==> config.mk <==
export PLATFORM = sky130hd
export DESIGN_NAME = bridge_window_decode
export DESIGN_NICKNAME = d
export VERILOG_FILES = /design/src/rtl/bwd_pkg.sv /design/src/rtl/bwd_edge_build.sv /design/src/rtl/bwd_range_match.sv /design/src/rtl/bridge_window_decode.sv
export SDC_FILE = /design/constraint.sdc
export NUM_CORES = 1
export LEC_CHECK = 0
export ABC_AREA = 1
export CAP_MARGIN = 20
export CORE_UTILIZATION = 45
export CTS_BUF_LIST = sky130_fd_sc_hd__clkbuf_16
export CTS_CLUSTER_DIAMETER = 80
export DETAILED_ROUTE_END_ITERATION = 16
export PLACE_DENSITY = 0.9
export SLEW_MARGIN = 10
export SYNTH_ARGS = -nofsm -noshare
export SYNTH_HDL_FRONTEND = slang
export SYNTH_SLANG_ARGS = --single-unit
==> constraint.sdc <==
create_clock -name clk -period 0.8 [get_ports clk]
set_input_delay 0.16 -clock clk [delete_from_list [all_inputs] [get_ports clk]]
set_output_delay 0.16 -clock clk [all_outputs]
set_load 0.02 [all_outputs]
==> src/rtl/bwd_pkg.sv <==
package bwd_pkg;
  localparam int ADDR_W      = 64;
  localparam int IO_GRAN     = 12;
  localparam int IO_FIELD_W  = 4;
  localparam int IO_EXT_W    = 16;
  localparam int MEM_GRAN    = 20;
  localparam int MEM_FIELD_W = 12;
  localparam int PF_EXT_W    = 32;
  localparam int IO_BYTE_W   = 8;
  localparam int MEM_WORD_W  = 16;
  localparam int NUM_WIN     = 6;

  localparam logic [ADDR_W-1:0] LEG_MEM_LO   = 64'h000A_0000;
  localparam logic [ADDR_W-1:0] LEG_MEM_HI   = 64'h000B_FFFF;
  localparam logic [ADDR_W-1:0] LEG_IOA_LO   = 64'h0000_03B0;
  localparam logic [ADDR_W-1:0] LEG_IOA_HI   = 64'h0000_03BB;
  localparam logic [ADDR_W-1:0] LEG_IOB_LO   = 64'h0000_03C0;
  localparam logic [ADDR_W-1:0] LEG_IOB_HI   = 64'h0000_03DF;

  typedef enum logic [2:0] {
    WIN_IO, WIN_MEM, WIN_PF, WIN_LEG_MEM, WIN_LEG_IOA, WIN_LEG_IOB
  } win_e;

  typedef struct packed {
    logic [ADDR_W-1:0] lo;
    logic [ADDR_W-1:0] hi;
    logic              en;
    logic              io_space;
  } win_t;
endpackage

==> src/rtl/bwd_edge_build.sv <==
module bwd_edge_build
  import bwd_pkg::*;
#(
  parameter int GRAN      = 12,
  parameter int FIELD_W   = 4,
  parameter int EXT_W     = 16,
  parameter bit FILL_ONES = 1'b0
) (
  input  logic [FIELD_W-1:0] field,
  input  logic               ext_sel,
  input  logic [EXT_W-1:0]   ext,
  output logic [ADDR_W-1:0]  edge_addr
);
  localparam int EXT_POS = GRAN + FIELD_W;

  always_comb begin
    edge_addr = '0;
    edge_addr[GRAN-1:0] = FILL_ONES ? {GRAN{1'b1}} : {GRAN{1'b0}};
    edge_addr[EXT_POS-1:GRAN] = field;
    if (ext_sel) edge_addr[EXT_POS +: EXT_W] = ext;
  end
endmodule

==> src/rtl/bwd_range_match.sv <==
module bwd_range_match
  import bwd_pkg::*;
(
  input  win_t              win,
  input  logic [ADDR_W-1:0] addr,
  input  logic              is_io,
  output logic              match
);
  logic above_lo, below_hi;

  always_comb begin
    above_lo = (addr >= win.lo);
    below_hi = (addr <= win.hi);
    match    = win.en && (is_io == win.io_space) && above_lo && below_hi;
  end
endmodule

==> src/rtl/bridge_window_decode.sv <==
module bridge_window_decode
  import bwd_pkg::*;
(
  input  logic                   clk,
  input  logic                   rst_n,
  input  logic                   req_valid,
  input  logic [ADDR_W-1:0]      req_addr,
  input  logic                   req_is_io,
  input  logic [IO_BYTE_W-1:0]   io_base,
  input  logic [IO_BYTE_W-1:0]   io_limit,
  input  logic [IO_EXT_W-1:0]    io_base_upper,
  input  logic [IO_EXT_W-1:0]    io_limit_upper,
  input  logic [MEM_WORD_W-1:0]  mem_base,
  input  logic [MEM_WORD_W-1:0]  mem_limit,
  input  logic [MEM_WORD_W-1:0]  pf_base,
  input  logic [MEM_WORD_W-1:0]  pf_limit,
  input  logic [PF_EXT_W-1:0]    pf_base_upper,
  input  logic [PF_EXT_W-1:0]    pf_limit_upper,
  input  logic                   io_space_en,
  input  logic                   mem_space_en,
  input  logic                   vga_en,
  output logic                   hit_valid,
  output logic                   hit_io,
  output logic                   hit_mem,
  output logic                   hit_pf,
  output logic                   hit_vga,
  output logic                   forward
);
  logic [ADDR_W-1:0] io_lo, io_hi, mem_lo, mem_hi, pf_lo, pf_hi;
  win_t              wins  [NUM_WIN];
  logic [NUM_WIN-1:0] match;

  bwd_edge_build #(.GRAN(IO_GRAN), .FIELD_W(IO_FIELD_W), .EXT_W(IO_EXT_W), .FILL_ONES(1'b0))
    u_io_lo (.field(io_base[IO_BYTE_W-1 -: IO_FIELD_W]), .ext_sel(io_base[0]),
             .ext(io_base_upper), .edge_addr(io_lo));
  bwd_edge_build #(.GRAN(IO_GRAN), .FIELD_W(IO_FIELD_W), .EXT_W(IO_EXT_W), .FILL_ONES(1'b1))
    u_io_hi (.field(io_limit[IO_BYTE_W-1 -: IO_FIELD_W]), .ext_sel(io_limit[0]),
             .ext(io_limit_upper), .edge_addr(io_hi));
  bwd_edge_build #(.GRAN(MEM_GRAN), .FIELD_W(MEM_FIELD_W), .EXT_W(PF_EXT_W), .FILL_ONES(1'b0))
    u_mem_lo (.field(mem_base[MEM_WORD_W-1 -: MEM_FIELD_W]), .ext_sel(1'b0),
              .ext('0), .edge_addr(mem_lo));
  bwd_edge_build #(.GRAN(MEM_GRAN), .FIELD_W(MEM_FIELD_W), .EXT_W(PF_EXT_W), .FILL_ONES(1'b1))
    u_mem_hi (.field(mem_limit[MEM_WORD_W-1 -: MEM_FIELD_W]), .ext_sel(1'b0),
              .ext('0), .edge_addr(mem_hi));
  bwd_edge_build #(.GRAN(MEM_GRAN), .FIELD_W(MEM_FIELD_W), .EXT_W(PF_EXT_W), .FILL_ONES(1'b0))
    u_pf_lo (.field(pf_base[MEM_WORD_W-1 -: MEM_FIELD_W]), .ext_sel(pf_base[0]),
             .ext(pf_base_upper), .edge_addr(pf_lo));
  bwd_edge_build #(.GRAN(MEM_GRAN), .FIELD_W(MEM_FIELD_W), .EXT_W(PF_EXT_W), .FILL_ONES(1'b1))
    u_pf_hi (.field(pf_limit[MEM_WORD_W-1 -: MEM_FIELD_W]), .ext_sel(pf_limit[0]),
             .ext(pf_limit_upper), .edge_addr(pf_hi));

  always_comb begin
    wins[WIN_IO]      = '{lo: io_lo,      hi: io_hi,      en: io_space_en,  io_space: 1'b1};
    wins[WIN_MEM]     = '{lo: mem_lo,     hi: mem_hi,     en: mem_space_en, io_space: 1'b0};
    wins[WIN_PF]      = '{lo: pf_lo,      hi: pf_hi,      en: mem_space_en, io_space: 1'b0};
    wins[WIN_LEG_MEM] = '{lo: LEG_MEM_LO, hi: LEG_MEM_HI, en: vga_en,       io_space: 1'b0};
    wins[WIN_LEG_IOA] = '{lo: LEG_IOA_LO, hi: LEG_IOA_HI, en: vga_en,       io_space: 1'b1};
    wins[WIN_LEG_IOB] = '{lo: LEG_IOB_LO, hi: LEG_IOB_HI, en: vga_en,       io_space: 1'b1};
  end

  for (genvar w = 0; w < NUM_WIN; w++) begin : g_win
    bwd_range_match u_match (
      .win(wins[w]), .addr(req_addr), .is_io(req_is_io), .match(match[w])
    );
  end

  // next-state
  logic io_d, mem_d, pf_d, vga_d, fwd_d;
  always_comb begin
    io_d  = req_valid && match[WIN_IO];
    mem_d = req_valid && match[WIN_MEM];
    pf_d  = req_valid && match[WIN_PF];
    vga_d = req_valid && (match[WIN_LEG_MEM] || match[WIN_LEG_IOA] || match[WIN_LEG_IOB]);
    fwd_d = io_d || mem_d || pf_d || vga_d;
  end

  // registers, updated every cycle
  always_ff @(posedge clk or negedge rst_n) begin
    if (!rst_n) begin
      hit_valid <= 1'b0;
      hit_io    <= 1'b0;
      hit_mem   <= 1'b0;
      hit_pf    <= 1'b0;
      hit_vga   <= 1'b0;
      forward   <= 1'b0;
    end else begin
      hit_valid <= req_valid;
      hit_io    <= io_d;
      hit_mem   <= mem_d;
      hit_pf    <= pf_d;
      hit_vga   <= vga_d;
      forward   <= fwd_d;
    end
  end

  // assertion support: $past is meaningful only after one clock out of reset
  logic armed_q;
  always_ff @(posedge clk or negedge rst_n) begin
    if (!rst_n) armed_q <= 1'b0;
    else        armed_q <= 1'b1;
  end


  idle_quiet_chk: assert property (@(posedge clk) disable iff (!rst_n)
    armed_q && !$past(req_valid) |-> !forward && !hit_valid);


  io_gate_chk: assert property (@(posedge clk) disable iff (!rst_n)
    armed_q && hit_io |-> $past(io_space_en) && $past(req_is_io));


  io_range_chk: assert property (@(posedge clk) disable iff (!rst_n)
    armed_q && hit_io |-> $past(req_addr) <= 64'hFFFF_FFFF);


  mem_gate_chk: assert property (@(posedge clk) disable iff (!rst_n)
    armed_q && (hit_mem || hit_pf) |-> $past(mem_space_en) && !$past(req_is_io));


  vga_gate_chk: assert property (@(posedge clk) disable iff (!rst_n)
    armed_q && hit_vga |-> $past(vga_en));


  vga_mem_span_chk: assert property (@(posedge clk) disable iff (!rst_n)
    armed_q && hit_vga && !$past(req_is_io) |->
      $past(req_addr) >= 64'hA0000 && $past(req_addr) <= 64'hBFFFF);


  fwd_any_chk: assert property (@(posedge clk) disable iff (!rst_n)
    forward |-> (hit_io || hit_mem || hit_pf || hit_vga));
endmodule

==> metrics.txt, run 1 <==
GRT Total Usage 84.6%; largest cells by area after synthesis ha_1, nand2_1, inv_1, nor2_1, a21oi_1; die height 105 um; Post-DP HPWL 14600 um; Post-synth EDFFs 0; Root Buffer clkbuf_16; async set or reset register ratio after synthesis 100%; CTS Hold Buffers Added 0; Synth Flop Type dfrtp_1; most common cell in the netlist nand2_1; largest net degree at the start of global routing 17; Avg Inst Size Synth 5.93 um2; htree depth 1; Yosys Warn Count 0; port bufs 232; Final Wtd Congestion 0.914; die width 105 um; commonest cells in the synthesized netlist nand2_1, ha_1, inv_1; Worst EP Category register data pin; GR repair worst EP forward$_DFF_PN0_/D; cell taking the most area after synthesis ha_1; DP Cell Count 1216; TritonCTS Buffers 3; row count 37; First Err [ERROR GRT-0232] Routing congestion too high. Check the congestion heatmap in the GUI.; I/O pins 253; Post-Synthesis Net Count 1209; Netlist Area Pre-Place 0.00480 mm2; dpl ws -1.46 ns; clock sink count 6; Longest Clk Path Bufs 2; starting density of the core 46.5%; Synth Instances 810; area share of the largest cell type after synthesis 39.6%; grt ovf 359; Yosys reg bits 6; last step reached 5_1_grt; run status stopped before the end; distinct cell type count after synthesis 26; Seq/Total Area, Yosys 3.13%
through the flow:
| stage | util, % | instance area (um2) |
|---|---|---|
| after floorplan | - | 5220 |
| after global placement | 77.0 | 7950 |
| after detailed placement | 77.0 | 7950 |
| after CTS | 89.7 | 9260 |
cell families after synthesis:
kind of cell    share of synthesized area (%)
compound gates                           10.1
simple gates                             37.7
flops                                    3.13
fa+ha+maj                                39.6
buf+inv                                  9.46
timing repair:
| action | in CTS |
|---|---|
| buffers inserted | 18 |
| setup endpoints to repair | 11 |
| gates cloned | 5 |
| pin swaps | 286 |
| gates resized for setup | 554 |
routing by layer:
metal	GRT usage, %	GRT overflow
met1	78.2	1
met2	109	252
met3	64.5	0
met4	97.6	106
met5	15.7	0
==> run 2: changes to the inputs <==
--- a/config.mk
+++ b/config.mk
@@ -7,11 +7,9 @@
 export LEC_CHECK = 0
 export ABC_AREA = 1
 export CAP_MARGIN = 20
-export CORE_UTILIZATION = 45
-export CTS_BUF_LIST = sky130_fd_sc_hd__clkbuf_16
-export CTS_CLUSTER_DIAMETER = 80
+export CORE_UTILIZATION = 30
 export DETAILED_ROUTE_END_ITERATION = 16
-export PLACE_DENSITY = 0.9
+export PLACE_DENSITY_LB_ADDON = 0.15
 export SLEW_MARGIN = 10
 export SYNTH_ARGS = -nofsm -noshare
 export SYNTH_HDL_FRONTEND = slang
==> run 2 against run 1 <==
The flow now finishes, with violations (setup timing). Synthesized cell count unchanged. Synthesized area is the same.
==> metrics.txt, run 2 <==
met1 WL 8190 um; Synth Instances 810 (unchanged); Final #Nets 1511; Yosys Warn Count 0 (unchanged); cell taking the most area after synthesis ha_1 (unchanged); layout cells sized above 1 37.0%; Longest Clk Path Bufs 2 (unchanged); routed vias/inst 4.75; I/O pins 253 (unchanged); most common cell in the netlist nand2_1 (unchanged); via count 6302; final hold viol count 0; Final Cycle Share 197%; TritonRoute pass-1 iters 4; TritonCTS Buffers 3 (unchanged); async set or reset register ratio after synthesis 100% (unchanged); Post-Route WL 19100 um; row count 45 (was 37); average wire per standard cell 14.4 um; Layout area overhead 96.8%; CP Max Fanout 6; Placeable Area 0.0154 mm2; worst hold path type in -> async; met2 WL 9530 um; initial antenna violation count 5; area post-placement 0.00808 mm2 (was 0.00795 mm2); Post-DP HPWL 15100 um (was 14600 um); post-route cell area 0.00945 mm2; Slew @ Worst Pin 0.294 ns; leakage 0.00460 uW; Post-synth EDFFs 0 (unchanged); min setup slack post-route -0.774 ns; starting density of the core 31.1% (was 46.5%); Final Slew Violations 0; total chip power 5650 uW; Tmin final 1.57 ns; Fmax achieved 635 MHz; CP Capture Point forward; Die ar. 0.0165 mm2; largest net degree at the start of global routing 13; Final Wtd Congestion 0.834 (was 0.914); clock sink count 6 (unchanged); Crit Path Class in -> reg; most frequent cells in the layout nand2_1, dlygate4sd2_1, ha_1; failing checks setup timing; WP data required 0.97 ns; post-route ant nets 0; htree depth 1 (unchanged); grt ovf 0; die width 128 um (was 105 um); Root Buffer clkbuf_16 (unchanged); dpl ws -1.48 ns (was -1.46 ns); port bufs 232 (unchanged); DP Cell Count 1294 (was 1216); Post-Synthesis Net Count 1209 (unchanged); commonest non-fill, non-tap cell in the layout nand2_1; run status finished, violations left (was stopped before the end); crit path capture type flop; largest cells by area after synthesis ha_1, nand2_1, inv_1, nor2_1, a21oi_1 (unchanged); Seq/Total Area, Yosys 3.13% (unchanged); Worst slew margin 80.3%; met3 wire len 918 um; Yosys reg bits 6 (unchanged); final setup violation count 11; Netlist Area Pre-Place 0.00480 mm2 (unchanged); distinct cell type count after synthesis 26 (unchanged); pwr dens 599 mW/mm2; Crit. Startpoint pf_limit[0]; area share of the largest cell type after synthesis 39.6% (unchanged); Synth Flop Type dfrtp_1 (unchanged); Final TNS setup -3.52 ns; Arr. time, crit path 1.74 ns; worst IR drop on VDD 0.499 mV; first-pass GRT wire length 30000 um; vias in the first global route 6381; max layer used met4; DR DRC count 0; Avg Inst Size Synth 5.93 um2 (unchanged); DRT iter0 DRCs 172; max cap viols 0; CTS tree built; die height 128 um (was 105 um); GRT Total Usage 22.8%; commonest cells in the synthesized netlist nand2_1, ha_1, inv_1 (unchanged); Setup crit start kind input pin; RSZ-0062 raised after global routing true; Reg clk slew, reported paths 0.04 ns; Final Non-Filler Cells 1326
==> run 2: cell counts after synthesis <==
Identical to the previous run, type by type.
==> run 2: critical path, stage by stage <==
cell and delay (ns):
buf_12 0.12, buf_16 0.13, buf_8 0.13, nand2_4 0.06, ha_4 0.20, buf_4 0.14
a21oi_2 0.12, nand2_1 0.06, nand2_1 0.05, nand2_1 0.06, a21oi_2 0.15, nand3_1 0.10
nand2_1 0.09, nand3_2 0.10, nand3_2 0.08
==> run 2: layer usage <==
layer / GRT usage, % / up-vias
met5: 0 / -
met4: 5.81 / 0
met3: 1.83 / 29
met2: 43.0 / 182
met1: 27.6 / 2835
li1: - / 3256
==> run 2: what timing repair did <==
action                                  in CTS  in global routing
endpoints found under the setup margin      11                 11
gates cloned                                 6                  0
pin swaps                                  355                 61
setup buffers                               15                  6
hold buffers                                 0                  0
resized for setup                          635                 95
==> run 2: cell families (layout without fill, tap and decap cells) <==
logic type,Yosys count,in the layout,synth area share (%)
flip-flops,6,6,3.13
buffers and inverters,121,421,9.46
other,0,5,0
adder cells (fa/ha/maj),152,152,39.6
AND/OR/NAND/NOR,441,441,37.7
AO/OA/AOI/OAI,90,90,10.1
==> run 2: worst min path at each step <==
| stage | endpoint | from |
|---|---|---|
| after floorplan | forward | rst_n |
| after CTS | hit_mem | rst_n |
| after global placement | hit_io | rst_n |
| after detailed placement | hit_io | rst_n |
| after global routing | hit_mem | rst_n |
| final | hit_mem | rst_n |
==> run 2: final cells by class <==
cell class                 instances  area [um2]
inverter                         111         455
tap                              211         264
fill                            1453        5980
timing repair buffer             307        2780
multi-input combinational        683        5700
clock buffer                       3        75.1
sequential                         6         150
antenna                            5        12.5
==> run 2: per-stage QoR <==
| step | hold slack (ns) | utilization (%) |
|---|---|---|
| floorplan | -0.136 | - |
| CTS | 0.193 | 61.1 |
| global route | 0.203 | 61.2 |
| global placement | 0.421 | 52.3 |
| finish | 0.183 | 61.2 |
| detailed placement | 0.431 | 52.3 |
==> run 2: where the power goes <==
group | switching (uW) | total [uW] | internal, uW
sequential | 2.41 | 313 | 311
clock | 175 | 817 | 642
combinational | 2200 | 4520 | 2320
total | 2380 | 5650 | 3270
Power figures use the tool's default switching activity.
